[src/rtl/prb_pkg.sv]
// Package: shared constants, register selectors, field policy kinds and the
// address decoder for the master-aware policy register bank.
// Assumes one register per 8-bit data beat, byte addresses compared in full.
package prb_pkg;

    localparam int DATA_W = 8;
    localparam int ADDR_W = 8;
    localparam int N_EVT  = DATA_W;

    localparam logic [ADDR_W-1:0] OFS_CTRL   = 8'h00;
    localparam logic [ADDR_W-1:0] OFS_EVCFG  = 8'h04;
    localparam logic [ADDR_W-1:0] OFS_EVPEND = 8'h08;
    localparam logic [ADDR_W-1:0] OFS_IDENT  = 8'h0C;
    localparam logic [ADDR_W-1:0] OFS_SHARED = 8'h14;

    typedef enum logic [2:0] {
        SEL_NONE   = 3'd0,
        SEL_CTRL   = 3'd1,
        SEL_EVCFG  = 3'd2,
        SEL_EVPEND = 3'd3,
        SEL_IDENT  = 3'd4,
        SEL_SHARED = 3'd5
    } regsel_e;

    typedef enum logic [0:0] {
        POL_RW  = 1'b0,
        POL_W1C = 1'b1
    } field_pol_e;

    // Map a full byte address to a register selector; unmapped gives SEL_NONE.
    function automatic regsel_e addr_to_sel(input logic [ADDR_W-1:0] a);
        case (a)
            OFS_CTRL:   return SEL_CTRL;
            OFS_EVCFG:  return SEL_EVCFG;
            OFS_EVPEND: return SEL_EVPEND;
            OFS_IDENT:  return SEL_IDENT;
            OFS_SHARED: return SEL_SHARED;
            default:    return SEL_NONE;
        endcase
    endfunction

endpackage

[src/rtl/prb_ahb_front.sv]
// Module: AHB-Lite address-phase capture.
// Latches the decoded register, direction and master ID of a transfer when
// hsel and htrans[1] are high. In the data phase it produces a write commit
// strobe gated by the global lock, and a read-active flag.
// Assumes zero-wait, single-beat transfers (hready tied high at the top).
module prb_ahb_front
    import prb_pkg::*;
#(
    parameter int MST_W = 4
) (
    input  logic              clk,
    input  logic              rst_n,
    input  logic              hsel,
    input  logic [1:0]        htrans,
    input  logic              hwrite,
    input  logic [ADDR_W-1:0] haddr,
    input  logic [MST_W-1:0]  hmaster,
    input  logic              wr_lock,
    output logic              dp_wr,
    output logic              dp_rd,
    output regsel_e           dp_sel,
    output logic [MST_W-1:0]  dp_master
);

    logic             take;
    logic             valid_q;
    logic             write_q;
    regsel_e          sel_q;
    logic [MST_W-1:0] master_q;
    logic             trans_unused;

    // Transfer start: selected and active (NONSEQ or SEQ)
    assign take         = hsel & htrans[1];
    assign trans_unused = htrans[0];

    // Capture the address-phase control for use in the data phase
    always_ff @(posedge clk) begin
        if (!rst_n) begin
            valid_q  <= 1'b0;
            write_q  <= 1'b0;
            sel_q    <= SEL_NONE;
            master_q <= '0;
        end else begin
            valid_q  <= take;
            write_q  <= hwrite;
            sel_q    <= addr_to_sel(haddr);
            master_q <= hmaster;
        end
    end

    // Data-phase strobes; the lock vetoes the write commit
    assign dp_wr     = valid_q & write_q & ~wr_lock;
    assign dp_rd     = valid_q & ~write_q;
    assign dp_sel    = sel_q;
    assign dp_master = master_q;

endmodule

[src/rtl/prb_evt_detect.sv]
// Module: per-line event detector.
// Each line has its own mode bit: 0 gives a one-cycle hit on a rising edge,
// 1 gives a hit on every cycle the line is high.
// Assumes event lines are already synchronous to clk.
module prb_evt_detect #(
    parameter int N = 8
) (
    input  logic         clk,
    input  logic         rst_n,
    input  logic [N-1:0] evt_in,
    input  logic [N-1:0] mode,
    output logic [N-1:0] hit
);

    for (genvar i = 0; i < N; i++) begin : g_line
        logic prev_q;

        // Remember the line's previous sampled level for edge detection
        always_ff @(posedge clk) begin
            if (!rst_n) prev_q <= 1'b0;
            else        prev_q <= evt_in[i];
        end

        // Level mode passes the line; edge mode passes low-to-high only
        assign hit[i] = mode[i] ? evt_in[i] : (evt_in[i] & ~prev_q);
    end

endmodule

[src/rtl/prb_reg8.sv]
// Module: one register of W bits with a selectable access policy.
// POL_RW: a write loads the data. POL_W1C: a write clears the bits that are
// 1 in the data, and hardware set requests win over a clear in the same cycle.
// Assumes we is a single-cycle commit strobe.
module prb_reg8
    import prb_pkg::*;
#(
    parameter int         W      = 8,
    parameter field_pol_e POLICY = POL_RW,
    parameter logic [W-1:0] RST  = '0
) (
    input  logic         clk,
    input  logic         rst_n,
    input  logic         we,
    input  logic [W-1:0] wdata,
    input  logic [W-1:0] hw_set,
    output logic [W-1:0] q
);

    if (POLICY == POL_W1C) begin : g_w1c
        logic [W-1:0] clr;

        // Clear mask applies only on an accepted write
        assign clr = we ? wdata : '0;

        // Clear the written ones, then OR in hardware sets so sets win
        always_ff @(posedge clk) begin
            if (!rst_n) q <= RST;
            else        q <= (q & ~clr) | hw_set;
        end
    end else begin : g_rw
        logic set_unused;
        assign set_unused = |hw_set;

        // Load the written value on an accepted write
        always_ff @(posedge clk) begin
            if (!rst_n)  q <= RST;
            else if (we) q <= wdata;
        end
    end

endmodule

[src/rtl/prb_regfile.sv]
// Module: register storage, per-register write enables and the read mux.
// Holds control and event configuration (read-write), pending events
// (write-one-to-clear), a constant identity, and the shared register, which
// only the test master may write.
// Assumes dp_wr already carries the lock veto.
module prb_regfile
    import prb_pkg::*;
#(
    parameter int                MST_W      = 4,
    parameter logic [MST_W-1:0]  TEST_ID    = 4'd2,
    parameter logic [DATA_W-1:0] CTRL_RST   = 8'h0C,
    parameter logic [DATA_W-1:0] SHARED_RST = 8'h00,
    parameter logic [DATA_W-1:0] IDENT_VAL  = 8'hA5
) (
    input  logic              clk,
    input  logic              rst_n,
    input  logic              dp_wr,
    input  logic              dp_rd,
    input  regsel_e           dp_sel,
    input  logic [MST_W-1:0]  dp_master,
    input  logic [DATA_W-1:0] wdata,
    input  logic [N_EVT-1:0]  evt_hit,
    output logic [DATA_W-1:0] ctrl_q,
    output logic [DATA_W-1:0] cfg_q,
    output logic [N_EVT-1:0]  pend_q,
    output logic [DATA_W-1:0] shared_q,
    output logic [DATA_W-1:0] rdata
);

    logic we_ctrl;
    logic we_cfg;
    logic we_pend;
    logic we_shared;

    // Per-register commit enables; the shared one also needs the test master
    assign we_ctrl   = dp_wr && (dp_sel == SEL_CTRL);
    assign we_cfg    = dp_wr && (dp_sel == SEL_EVCFG);
    assign we_pend   = dp_wr && (dp_sel == SEL_EVPEND);
    assign we_shared = dp_wr && (dp_sel == SEL_SHARED) && (dp_master == TEST_ID);

    prb_reg8 #(.W(DATA_W), .POLICY(POL_RW), .RST(CTRL_RST)) u_ctrl (
        .clk(clk), .rst_n(rst_n), .we(we_ctrl), .wdata(wdata),
        .hw_set('0), .q(ctrl_q)
    );

    prb_reg8 #(.W(DATA_W), .POLICY(POL_RW), .RST('0)) u_cfg (
        .clk(clk), .rst_n(rst_n), .we(we_cfg), .wdata(wdata),
        .hw_set('0), .q(cfg_q)
    );

    prb_reg8 #(.W(N_EVT), .POLICY(POL_W1C), .RST('0)) u_pend (
        .clk(clk), .rst_n(rst_n), .we(we_pend), .wdata(wdata[N_EVT-1:0]),
        .hw_set(evt_hit), .q(pend_q)
    );

    prb_reg8 #(.W(DATA_W), .POLICY(POL_RW), .RST(SHARED_RST)) u_shared (
        .clk(clk), .rst_n(rst_n), .we(we_shared), .wdata(wdata),
        .hw_set('0), .q(shared_q)
    );

    // Read mux: data only in a read data phase, zero for unmapped offsets
    always_comb begin
        rdata = '0;
        if (dp_rd) begin
            case (dp_sel)
                SEL_CTRL:   rdata = ctrl_q;
                SEL_EVCFG:  rdata = cfg_q;
                SEL_EVPEND: rdata = pend_q;
                SEL_IDENT:  rdata = IDENT_VAL;
                SEL_SHARED: rdata = shared_q;
                default:    rdata = '0;
            endcase
        end
    end

endmodule

[src/rtl/policy_regbank.sv]
// Module: top of the master-aware policy register bank.
// AHB-Lite slave, zero-wait and always OKAY, in front of a small register
// file with per-register access policies and hardware event capture.
// Assumes single-beat transfers and inputs synchronous to clk.
module policy_regbank
    import prb_pkg::*;
#(
    parameter int                MST_W      = 4,
    parameter logic [MST_W-1:0]  TEST_ID    = 4'd2,
    parameter logic [DATA_W-1:0] CTRL_RST   = 8'h0C,
    parameter logic [DATA_W-1:0] SHARED_RST = 8'h00,
    parameter logic [DATA_W-1:0] IDENT_VAL  = 8'hA5
) (
    input  logic              clk,
    input  logic              rst_n,
    input  logic              hsel,
    input  logic [ADDR_W-1:0] haddr,
    input  logic [1:0]        htrans,
    input  logic              hwrite,
    input  logic [MST_W-1:0]  hmaster,
    input  logic [DATA_W-1:0] hwdata,
    input  logic              wr_lock,
    input  logic [N_EVT-1:0]  evt_in,
    output logic [DATA_W-1:0] hrdata,
    output logic              hready,
    output logic              hresp,
    output logic              force_off,
    output logic [DATA_W-1:0] ctrl_q,
    output logic [DATA_W-1:0] shared_q,
    output logic [N_EVT-1:0]  evt_pend
);

    logic              dp_wr;
    logic              dp_rd;
    regsel_e           dp_sel;
    logic [MST_W-1:0]  dp_master;
    logic [DATA_W-1:0] cfg_q;
    logic [N_EVT-1:0]  evt_hit;

    prb_ahb_front #(.MST_W(MST_W)) u_front (
        .clk(clk), .rst_n(rst_n), .hsel(hsel), .htrans(htrans),
        .hwrite(hwrite), .haddr(haddr), .hmaster(hmaster),
        .wr_lock(wr_lock), .dp_wr(dp_wr), .dp_rd(dp_rd),
        .dp_sel(dp_sel), .dp_master(dp_master)
    );

    prb_evt_detect #(.N(N_EVT)) u_evt (
        .clk(clk), .rst_n(rst_n), .evt_in(evt_in),
        .mode(cfg_q[N_EVT-1:0]), .hit(evt_hit)
    );

    prb_regfile #(
        .MST_W(MST_W), .TEST_ID(TEST_ID), .CTRL_RST(CTRL_RST),
        .SHARED_RST(SHARED_RST), .IDENT_VAL(IDENT_VAL)
    ) u_regs (
        .clk(clk), .rst_n(rst_n), .dp_wr(dp_wr), .dp_rd(dp_rd),
        .dp_sel(dp_sel), .dp_master(dp_master), .wdata(hwdata),
        .evt_hit(evt_hit), .ctrl_q(ctrl_q), .cfg_q(cfg_q),
        .pend_q(evt_pend), .shared_q(shared_q), .rdata(hrdata)
    );

    // Zero-wait, always-OKAY slave response
    assign hready    = 1'b1;
    assign hresp     = 1'b0;
    assign force_off = ctrl_q[0];

endmodule

[config.mk]
export PLATFORM = sky130hd
export DESIGN_NAME = policy_regbank
export DESIGN_NICKNAME = d
export VERILOG_FILES = /design/src/rtl/prb_pkg.sv /design/src/rtl/prb_ahb_front.sv /design/src/rtl/prb_evt_detect.sv /design/src/rtl/prb_reg8.sv /design/src/rtl/prb_regfile.sv /design/src/rtl/policy_regbank.sv
export SDC_FILE = /design/constraint.sdc
export NUM_CORES = 1
export LEC_CHECK = 0
export BUFFER_PORTS_ARGS = -buffer_cell sky130_fd_sc_hd__buf_2
export CAP_MARGIN = 0
export CORE_MARGIN = 2
export CORE_UTILIZATION = 46
export CTS_CLUSTER_SIZE = 14
export DETAILED_ROUTE_END_ITERATION = 16
export HOLD_SLACK_MARGIN = 0.12
export PLACE_DENSITY = 0.73
export SLEW_MARGIN = 10
export SYNTH_ARGS = -nofsm -noshare
export SYNTH_HDL_FRONTEND = slang
export SYNTH_HIERARCHICAL = 1
export SYNTH_SLANG_ARGS = --single-unit
export TNS_END_PERCENT = 1
[constraint.sdc]
create_clock -name clk -period 1.5 [get_ports clk]
set_clock_uncertainty 0.2 [all_clocks]
set_input_delay 0.075 -clock clk [delete_from_list [all_inputs] [get_ports clk]]
set_output_delay 0.075 -clock clk [all_outputs]
set_load 0.03 [all_outputs]
==> out/qor.json <==
{
  "cts": {
    "clkLatencyLatePin_ns": 0.30,
    "count_of_clock_tree_sinks": 49,
    "cts-root-buf": "sky130_fd_sc_hd__clkbuf_8",
    "cts.reportedPaths.clkPinSlew_ns": 0.09,
    "cts_inserted_buffers": 5,
    "cts_htree_levels": 2,
    "tritoncts_clock_tree": "yes",
    "clock_path_buffers": 2
  },
  "floorplan": {
    "ios": 70,
    "rows": 25,
    "initial_core_util_pct": 47.92,
    "die_w_um": 74.38,
    "design.die.area_sq_um": 5532,
    "fp.coreArea_sq_um": 4755,
    "fp.dieH_um": 74.38
  },
  "timing": {
    "final.setup.worst_slack_ns": -0.3656,
    "grt_setup_unrepaired": "true",
    "worst-slew-pin-transition_ns": 0.6200,
    "post-route-period-util_pct": 124.4,
    "timing.setup.tns_ns": -4.179,
    "timing.slew.headroom_pct": 58.67,
    "setup_viol": 32,
    "layout_min_cycle_time_ns": 1.866,
    "slew_violations": 0,
    "report.final.hold_viol_count": 0,
    "max_freq_mhz": 536.0
  },
  "power_and_ir_drop": {
    "p_leak_nw": 1.407,
    "clockPowerShare_pct": 37.1,
    "power_frac_comb_pct": 11.5,
    "power_frac_seq_pct": 51.4,
    "power.share.switching_pct": 22.34,
    "power_switching_w": 0.0005863,
    "cellInternalPower_w": 0.002039,
    "vdd_ir_drop_max_mv": 0.4312,
    "power_density_nw_per_um2": 761.8
  },
  "status": {
    "violations_in_the_final_reports": "negative setup slack",
    "outcome": "finished, violations left"
  },
  "critical_path": {
    "cp-end-kind": "output port",
    "critPathMaxFanout": 6,
    "critical_path_class": "register to output port",
    "slowest_stage": "sky130_fd_sc_hd__dfxtp_4",
    "worstSetupStartpointType": "register",
    "timing.critical_path.arrival_ns": 1.59,
    "data_required_time_of_the_critical_path_ns": 1.22,
    "worst_path_largest_cell_delay_ns": 0.37,
    "crit_path_cell_trace": "and2b_2, buf_6, a222oi_1, nor2_1, buf_4"
  },
  "routing": {
    "detail_route.iter0.violations": 67,
    "route.antenna.remaining_nets": 0,
    "drc_errors": 0,
    "dr_total_vias": 2107,
    "drt_wl_total_mm": 6.219,
    "avgViaCountPerCell": 4.923,
    "detail_route.first_pass.iterations": 4,
    "detail_route.wl_per_cell_um": 14.53
  },
  "grt": {
    "grt_remaining_overflow": 0,
    "global_route.usage.total_pct": 23.48,
    "wire_length_of_the_first_global_routing_pass_mm": 9.715,
    "antenna_violations_before_repair": 0,
    "grt_start_max_net_pins": 23,
    "first_global_vias": 2083
  },
  "cells_and_area": {
    "area_grow_syn2layout_pct": 51.24,
    "antennaDiodeCount": 0,
    "final_layout_size_suffix_gt1_share_pct": 35.46,
    "leading_cell_types_in_the_layout_fill_and_taps_excluded": "58 x sky130_fd_sc_hd__buf_2, 46 x sky130_fd_sc_hd__dfxtp_1, 40 x sky130_fd_sc_hd__dlygate4sd3_1",
    "area_of_the_multi_input_gates_sq_um": 1165,
    "layout.filler_cells": 380,
    "fin_nets": 395,
    "sequential_cell_area_sq_um": 989.7,
    "mostFrequentLayoutCell": "sky130_fd_sc_hd__buf_2"
  },
  "worst_hold_path": {
    "holdCritPathClass": "input port to register"
  },
  "yosys": {
    "postSynthNetCount": 267,
    "synth-warning-count": 6,
    "syn_inst": 232,
    "syn_avg_cell_area_sq_um": 9.821,
    "netlist_area_sq_um": 2278
  },
  "placement": {
    "post-place-ws_ns": -0.1846,
    "dpl.hpwl_mm": 3.823,
    "port-buffer-count": 66,
    "routabilityCongestion": 0.7633
  },
  "job": {
    "max_cap_violations": 0
  }
}
==> final cells by class <==
class,instances,share of cell area (%)
sequential,49,28.72
clock inverter,1,0.8715
tap,67,2.433
clock buffer,7,2.505
multi-input combinational,153,33.81
timing repair buffer,134,29.81
inverter,17,1.852
==> power by group through the flow <==
stage	Clock, W	Combinational [W]	Sequential [W]
CTS	0.000994	0.000296	0.00135
finish	0.000973	0.000302	0.00135
global placement	0	0.000205	0.00138
floorplan	0	0.0000809	0.00141
global route	0.00104	0.000326	0.00136
detailed placement	0	0.000210	0.00138
==> path summary, 6_finish.rpt <==
kind	startpoint	end	slack, ns	cells past startpoint
setup reg to reg	u_front/valid_q	u_regs/u_ctrl/q[2]	-0.14	7
hold / removal	rst_n	u_regs/u_pend/q[1]	0.16	4
setup / recovery	u_front/dp_sel[2]	hrdata[2]	-0.37	5
hold reg to reg	u_regs/u_ctrl/q[2]	u_regs/u_ctrl/q[2]	0.30	2
==> worst max-delay path, delay by kind of cell (launching register included) <==
family	cells	cell delay (ns)
DFF	1	0.37
buffers and inverters	2	0.30
and+or+nand+nor	2	0.35
AOI/OAI and AO/OA	1	0.28
==> per-stage QoR <==
stage / utilization [%] / std cells / power, W / instance area [sq um] / hold slack, ns
after global routing: 72.47 / 428 / 0.002722 / 3446 / 0.1685
final: 72.47 / 428 / 0.002625 / 3446 / 0.1616
after CTS: 72.18 / 427 / 0.002642 / 3432 / 0.1464
after detailed placement: 58.50 / 377 / 0.001593 / 2781 / 0.08009
after floorplan: - / 232 / 0.001494 / 2291 / -0.06306
after global placement: 58.50 / 377 / 0.001587 / 2781 / 0.08168
==> state kept, by name, summed over array words and instances (netlist names) <==
| register | count |
|---|---|
| u_regs/u_pend/q | 8 |
| u_front/dp_master | 4 |
| u_evt/g_line.prev_q | 8 |
| u_front/valid_q | 1 |
| u_regs/u_ctrl/q | 8 |
| u_front/dp_sel | 3 |
| u_front/write_q | 1 |
| u_regs/u_shared/q | 8 |
| u_regs/u_cfg/q | 8 |
==> what timing repair did <==
| item | 4_1_cts | 5_1_grt |
|---|---|---|
| endpoints found under the hold margin | 49 | 0 |
| pin swaps | 7 | 3 |
| buffers inserted | 0 | 1 |
| cloned | 1 | 0 |
| hold buffers | 41 | 0 |
| gates resized for setup | 27 | 3 |
| setup endpoints to repair | 40 | 39 |
==> layer usage <==
layer | global-route usage [%] | wire (um) | up-vias
met5 | 0 | 0 | -
met2 | 40.51 | 3065 | 58
met1 | 28.75 | 2756 | 988
li1 | - | - | 1047
met3 | 3.659 | 214 | 14
met4 | 10.71 | 183 | 0
No activity file was read; power rests on OpenSTA's default activity.
